### src/rtl/tsc_pkg.sv
package tsc_pkg;

    typedef enum logic [1:0] {
        CAP_EVENT = 2'd0,
        CAP_FIRST = 2'd1,
        CAP_HALT  = 2'd2,
        CAP_OFF   = 2'd3
    } cap_sel_e;

    typedef enum logic {
        SRC_MICRO = 1'b0,
        SRC_BEAM  = 1'b1
    } tick_src_e;

endpackage

### src/rtl/tsc_counter.sv
module tsc_counter #(
    parameter int W = 32
) (
    input  logic         clk,
    input  logic         rst_n,
    input  logic         us_tick,
    input  logic         bs_strobe,
    input  logic         src,
    input  logic         sync,
    output logic [W-1:0] count
);
    import tsc_pkg::*;

    typedef struct packed {
        logic [W-1:0] cnt;
    } cnt_state_t;

    cnt_state_t st_d, st_q;
    logic       tick_sel;

    always_comb begin
        tick_sel = (tick_src_e'(src) == SRC_BEAM) ? bs_strobe : us_tick;
        st_d     = st_q;
        if (sync) begin
            st_d.cnt = '0;
        end else if (tick_sel) begin
            st_d.cnt = st_q.cnt + 1'b1;
        end
    end

    always_ff @(posedge clk) begin
        if (!rst_n) st_q <= '0;
        else        st_q <= st_d;
    end

    assign count = st_q.cnt;

endmodule

### src/rtl/tsc_cap_select.sv
module tsc_cap_select (
    input  logic       clk,
    input  logic       rst_n,
    input  logic [1:0] sel,
    input  logic       ev,
    input  logic       pulse,
    input  logic       halt,
    input  logic       rearm,
    output logic       fire,
    output logic       armed
);
    import tsc_pkg::*;

    typedef struct packed {
        logic armed;
    } sel_state_t;

    sel_state_t st_d, st_q;

    always_comb begin
        fire = 1'b0;
        unique case (cap_sel_e'(sel))
            CAP_EVENT: fire = ev;
            CAP_FIRST: fire = pulse & st_q.armed;
            CAP_HALT:  fire = halt;
            CAP_OFF:   fire = 1'b0;
            default:   fire = 1'b0;
        endcase

        st_d = st_q;
        if (rearm) begin
            st_d.armed = 1'b1;
        end else if (fire && cap_sel_e'(sel) == CAP_FIRST) begin
            st_d.armed = 1'b0;
        end
    end

    always_ff @(posedge clk) begin
        if (!rst_n) st_q <= '{armed: 1'b1};
        else        st_q <= st_d;
    end

    assign armed = st_q.armed;

endmodule

### src/rtl/tsc_latch.sv
module tsc_latch #(
    parameter int W = 32
) (
    input  logic         clk,
    input  logic         rst_n,
    input  logic         fire,
    input  logic [W-1:0] count,
    input  logic         ack,
    output logic [W-1:0] ts,
    output logic         valid,
    output logic         ovr,
    output logic         irq
);
    typedef struct packed {
        logic [W-1:0] ts;
        logic         valid;
        logic         ovr;
        logic         irq;
    } lat_state_t;

    lat_state_t st_d, st_q;

    always_comb begin
        st_d     = st_q;
        st_d.irq = 1'b0;
        if (fire) begin
            st_d.ts    = count;
            st_d.valid = 1'b1;
            st_d.ovr   = st_q.valid & ~ack;
            st_d.irq   = 1'b1;
        end else if (ack) begin
            st_d.valid = 1'b0;
            st_d.ovr   = 1'b0;
        end
    end

    always_ff @(posedge clk) begin
        if (!rst_n) st_q <= '0;
        else        st_q <= st_d;
    end

    assign ts    = st_q.ts;
    assign valid = st_q.valid;
    assign ovr   = st_q.ovr;
    assign irq   = st_q.irq;

endmodule

### src/rtl/tsc_timestamp.sv
module tsc_timestamp #(
    parameter int W = 32
) (
    input  logic         clk,
    input  logic         rst_n,
    input  logic         us_tick_i,
    input  logic         bs_strobe_i,
    input  logic         sync_i,
    input  logic         cnt_src_i,
    input  logic [1:0]   cap_sel_i,
    input  logic         cap_event_i,
    input  logic         trig_pulse_i,
    input  logic         trig_halt_i,
    input  logic         rearm_i,
    input  logic         rd_ack_i,
    output logic [W-1:0] ts_o,
    output logic         ts_valid_o,
    output logic         overrun_o,
    output logic         irq_o
);
    logic [W-1:0] cnt_w;
    logic         fire_w;
    logic         armed_w;

    tsc_counter #(.W(W)) u_cnt (
        .clk       (clk),
        .rst_n     (rst_n),
        .us_tick   (us_tick_i),
        .bs_strobe (bs_strobe_i),
        .src       (cnt_src_i),
        .sync      (sync_i),
        .count     (cnt_w)
    );

    tsc_cap_select u_sel (
        .clk   (clk),
        .rst_n (rst_n),
        .sel   (cap_sel_i),
        .ev    (cap_event_i),
        .pulse (trig_pulse_i),
        .halt  (trig_halt_i),
        .rearm (rearm_i),
        .fire  (fire_w),
        .armed (armed_w)
    );

    tsc_latch #(.W(W)) u_lat (
        .clk   (clk),
        .rst_n (rst_n),
        .fire  (fire_w),
        .count (cnt_w),
        .ack   (rd_ack_i),
        .ts    (ts_o),
        .valid (ts_valid_o),
        .ovr   (overrun_o),
        .irq   (irq_o)
    );

endmodule

### config.mk
export PLATFORM = sky130hd
export DESIGN_NAME = tsc_timestamp
export DESIGN_NICKNAME = d
export VERILOG_FILES = /design/src/rtl/tsc_pkg.sv /design/src/rtl/tsc_counter.sv /design/src/rtl/tsc_cap_select.sv /design/src/rtl/tsc_latch.sv /design/src/rtl/tsc_timestamp.sv
export SDC_FILE = /design/constraint.sdc
export NUM_CORES = 1
export LEC_CHECK = 0
export ABC_AREA = 1
export BUFFER_PORTS_ARGS = -buffer_cell sky130_fd_sc_hd__clkbuf_2
export CAP_MARGIN = 10
export CORE_MARGIN = 5
export CORE_UTILIZATION = 60
export CTS_CLUSTER_SIZE = 20
export DETAILED_ROUTE_END_ITERATION = 8
export PLACE_DENSITY_LB_ADDON = 0.12
export SKIP_LAST_GASP = 1
export SLEW_MARGIN = 20
export SYNTH_ARGS = -nofsm -noshare
export SYNTH_HDL_FRONTEND = slang
export SYNTH_HIERARCHICAL = 1
export SYNTH_SLANG_ARGS = --single-unit
### constraint.sdc
create_clock -name clk -period 2.6 [get_ports clk]
set_clock_uncertainty 0.2 [all_clocks]
set_input_delay 0.13 -clock clk [delete_from_list [all_inputs] [get_ports clk]]
set_output_delay 0.13 -clock clk [all_outputs]
set_load 0.05 [all_outputs]
Word level (Yosys, flattened, before mapping) --
Cells that the tools add are included.
Word-level totals: input bits 13, register bits after elaboration 68, word-level logic and storage cells 24
Operators by class: reductions and logical operators 5, bitwise logic cells 4, equal/unequal tests 3, mux-type cells 5, add/sub/neg operators 1
Operators with widths (count):
- 32-bit by 1-bit adder with 32-bit output, second input constant | 1
- 2-bit equality test, second input constant | 2
- 2-bit two-way mux | 2
- 1-bit one-hot mux with 4 select lines | 1
- 2-bit OR reduction | 2
- 1-bit AND | 2
- 2-bit by 1-bit equality test with 1-bit output, second input constant | 1
- 2-bit logical NOT | 1
- 1-bit two-way mux | 2
- 1-bit NOT | 2
- 2-bit nonzero test | 1
- 1-bit logical AND | 1

Logic depth before layout (Yosys ltp) --
word-level depth 3, mapped depth 10

By module --
Netlist, hierarchy kept.
By module, submodules not included:
- tsc_counter | cells an instance 285, times used 1, area each 1893.1 um^2, sequential area each 640.6 um^2
- tsc_latch | cells an instance 150, times used 1, area each 1188.6 um^2, sequential area each 700.7 um^2
- tsc_cap_select | cells an instance 15, times used 1, area each 80.1 um^2, sequential area each 20.0 um^2

Least setup slack after synthesis --
No wires, ideal clock.
path type reg2reg, from register u_cnt.st_q (netlist bit u_cnt/count[0]), to register u_cnt.st_q (netlist bit u_cnt/count[20]), path slack 1.093 ns, clock period less this slack 1.507 ns, arrival 1.187 ns, cell stages (with the launch flop) 9, data required time 2.280 ns, buffers on the path 0, library setup time 0.120 ns, cells stage by stage dfxtp_1 -> ha_1 -> inv_1 -> nor2_4 -> nand3_4 -> nor2_4 -> nand3_1 -> nand2_1 -> nor2_1
On the way: cells in the longest elaborated chain, start to end 1
Ends and longest elaborated chain:
- from (decl) | line tsc_counter.sv:18 | cnt_state_t st_d, st_q;
- from (signal assigned) | line tsc_counter.sv:33 | else st_q <= st_d;
- 32-bit by 1-bit adder with 32-bit output | line tsc_counter.sv:27 | st_d.cnt = st_q.cnt + 1'b1;
No other way between the ends. A chain may end at the register's enable or synchronous reset.

Final worst setup path --
from register u_cnt.st_q (netlist bit u_cnt/count[0]), to register u_cnt.st_q (netlist bit u_cnt/count[30])
The elaborated chain is that of the path after synthesis.

==> reports/qor.txt <==
Async set or reset register ratio after synthesis -> 0
Fmax -> 591 MHz
Met3 WL -> 402 um
Setup TNS -> 0 ns
Most instantiated library cell after synthesis -> nor2_1
Row cnt -> 26
Die H -> 82.6 um
Worst Hold Class -> input port to register
Final worst-path cycle share -> 0.651
Post-DRT Antenna Nets -> 0
Syn-to-layout area delta -> 15.7%
Comb pwr share -> 0.143
Final Max Tran Viols -> 0
Worst slew pin tran -> 0.554 ns
Register area share after synthesis -> 0.431
Hpwl dp -> 5250 um
Power Internal -> 1640 uW
M1 WL -> 3180 um
Worst slew margin -> 0.630
Syn avg cell area -> 7.03 um^2
Gr usage total -> 0.240
CTS tree -> done
Core area -> 0.00511 mm^2
CP arrival -> 1.73 ns
Hold path depth -> 4
Switching Fraction -> 0.281
Wirelength per Cell -> 12.6 um
Vias after detailed routing -> 2988
Cells after Synth -> 450
Share of layout cells above drive strength 1 -> 0.198
Die X-Extent -> 82.6 um
Sw Pwr -> 643 uW
Dpl ws -> 0.931 ns
Tmin final -> 1.69 ns
Final nets -> 516
Post-CTS Resized -> 0
Total I/O pin count -> 48
Worst setup path class -> register to register
Tot Pwr -> 2290 uW
First-pass GRT wire length -> 12500 um
CP Max Fanout -> 5
Htree depth -> 3
Drt drc -> 0
Synth warn -> 6
Largest net degree at the start of global routing -> 37
Sequential power share -> 0.483
Placed Cells -> 558
Sink Count -> 68
Yosys top cell area share -> 0.431
DR top layer -> met4
Peak supply drop -> 0.381 mV
Syn nets -> 464
# Max-Cap Violations -> 0
Cell area after synthesis -> 0.00316 mm^2
Clk_lat worst skew -> 0.34 ns
Initial cell density of the core -> 0.619
RD Place Congestion -> 0.920
Num CTS Buffers -> 9
Detailed Route WL -> 7250 um
R2R depth -> 8
Worst setup SP type -> register
Top FF cell, synth -> dfxtp_1
Worst reg-to-reg setup slack -> 0.91 ns
Synthesized flop and latch total -> 68
Leakage -> 0.00159 uW
Synth area leader -> dfxtp_1
Clk pwr share -> 0.374
Vias in the first global route -> 2761
Initial antenna violation count -> 0
1st-iter DRT viols -> 180
CP required -> 2.64 ns
Final Util -> 0.716
Synth top area cells -> dfxtp_1, nor2_1, nand2_1
IO Port Bufs -> 47
GRT overflow -> 0
Non-filler cells, final -> 575
Netlist cell types -> 27
Most instantiated cells after synthesis -> nor2_1, nand2_1, dfxtp_1
Clock root buffer -> clkbuf_8
1st-pass router iterations -> 5
Clock slew at reported path FFs -> 0.07 ns
Critical Path Sink Type -> register
Status -> completed
Final WS setup -> 0.909 ns
# setup viols final -> 0
RSZ-0062 raised after global routing -> no
Vias/cell -> 5.20
Pwr dens -> 625 mW/mm^2
N_diodes -> 0
Met2 wire length -> 3480 um
Post-synth EDFFs -> 0
Endpoints failing hold -> 0
Full die area -> 0.00682 mm^2
Clock Tree Buf Depth -> 2
==> area by class of cell <==
| class | instances | area (um^2) |
|---|---|---|
| multi-input combinational | 330 | 1580 |
| inverter | 40 | 150 |
| timing repair buffer | 53 | 288 |
| clock inverter | 2 | 35.0 |
| clock buffer | 12 | 155 |
| tap | 70 | 87.6 |
| fill | 439 | 1450 |
| sequential | 68 | 1360 |
==> flip-flops by register name, summed over array words and instances (netlist names) <==
signal and cells:
u_cnt/count 32, u_lat/ts 32, u_lat/irq 1, u_lat/ovr 1
u_lat/valid 1, u_sel/armed 1
==> logic make-up after synthesis <==
| group | count (synthesis) | synth area share |
|---|---|---|
| buffers and inverters | 52 | 0.0692 |
| adder cells (fa/ha/maj) | 1 | 0.00396 |
| AO/OA/AOI/OAI | 62 | 0.101 |
| flip-flops | 68 | 0.431 |
| AND/OR/NAND/NOR | 267 | 0.396 |
==> per-stage QoR <==
stage                     area [um^2]  hold WS [ns]
after CTS                        3660        0.0535
after global routing             3660        0.0932
final                            3660        0.0586
after detailed placement         3440         0.143
after floorplan                  3160        0.0275
after global placement           3440         0.117
==> final timing paths <==
path,start,to
hold reg to reg,u_lat/ovr$_SDFFE_PN0P_,u_lat/ovr$_SDFFE_PN0P_
hold / removal,us_tick_i,u_cnt/count[0]$_SDFFE_PP0P_
setup reg to reg,u_cnt/count[0]$_SDFFE_PP0P_,u_cnt/count[30]$_SDFFE_PP0P_
setup / recovery,u_cnt/count[0]$_SDFFE_PP0P_,u_cnt/count[30]$_SDFFE_PP0P_
==> critical path: stages (launching register included) <==
cell	delay (ns)
dfxtp_1	0.40
ha_1	0.20
inv_1	0.08
nor2_4	0.19
nand3_4	0.12
nor2_1	0.16
nand3_1	0.11
nand2_1	0.08
nor2_1	0.04
==> routing by layer <==
layer  global-route usage  vias to the layer above
met2                0.389                       85
met4                0.123                        0
met3               0.0466                       20
met5                    0                        -
met1                0.303                     1364
li1                     -                     1519
==> cell usage in the layout (no fill, tap or decap) <==
cell	Yosys	final
nand2_1	80	80
nor2_8	2	2
bufinv_16	0	1
clkbuf_2	3	47
nand3_1	20	20
a21oi_1	21	21
clkinv_1	1	1
nand2_2	13	13
nand2_4	2	2
ha_1	1	1
clkbuf_8	0	11
buf_4	1	3
dfxtp_1	68	68
nand3_2	1	1
o21ai_1	2	2
clkinv_2	0	1
o21a_1	3	3
o21ai_0	36	36
nand4_1	2	2
nor3_1	5	5
nand3_4	4	4
clkbuf_1	0	1
nor2_2	4	4
nor2_4	7	7
and2_1	2	2
nor2_1	124	124
dlygate4sd3_1	0	3
nor3b_1	1	1
inv_2	4	4
inv_1	35	35
==> power groups by stage <==
stage	Combinational [uW]	Sequential, uW	Clock (uW)
2_1_floorplan	110	1270	0
3_3_place_gp	321	1130	0
3_5_place_dp	325	1130	0
4_1_cts	330	1100	866
5_1_grt	359	1110	915
6_report	327	1100	854
==> repair_timing <==
action                                  in CTS  in global routing
buffers inserted                             0                  0
hold buffers                                 3                  0
hold endpoints to repair                     3                  0
endpoints found under the setup margin       0                  0
No activity file was read; power rests on OpenSTA's default activity.
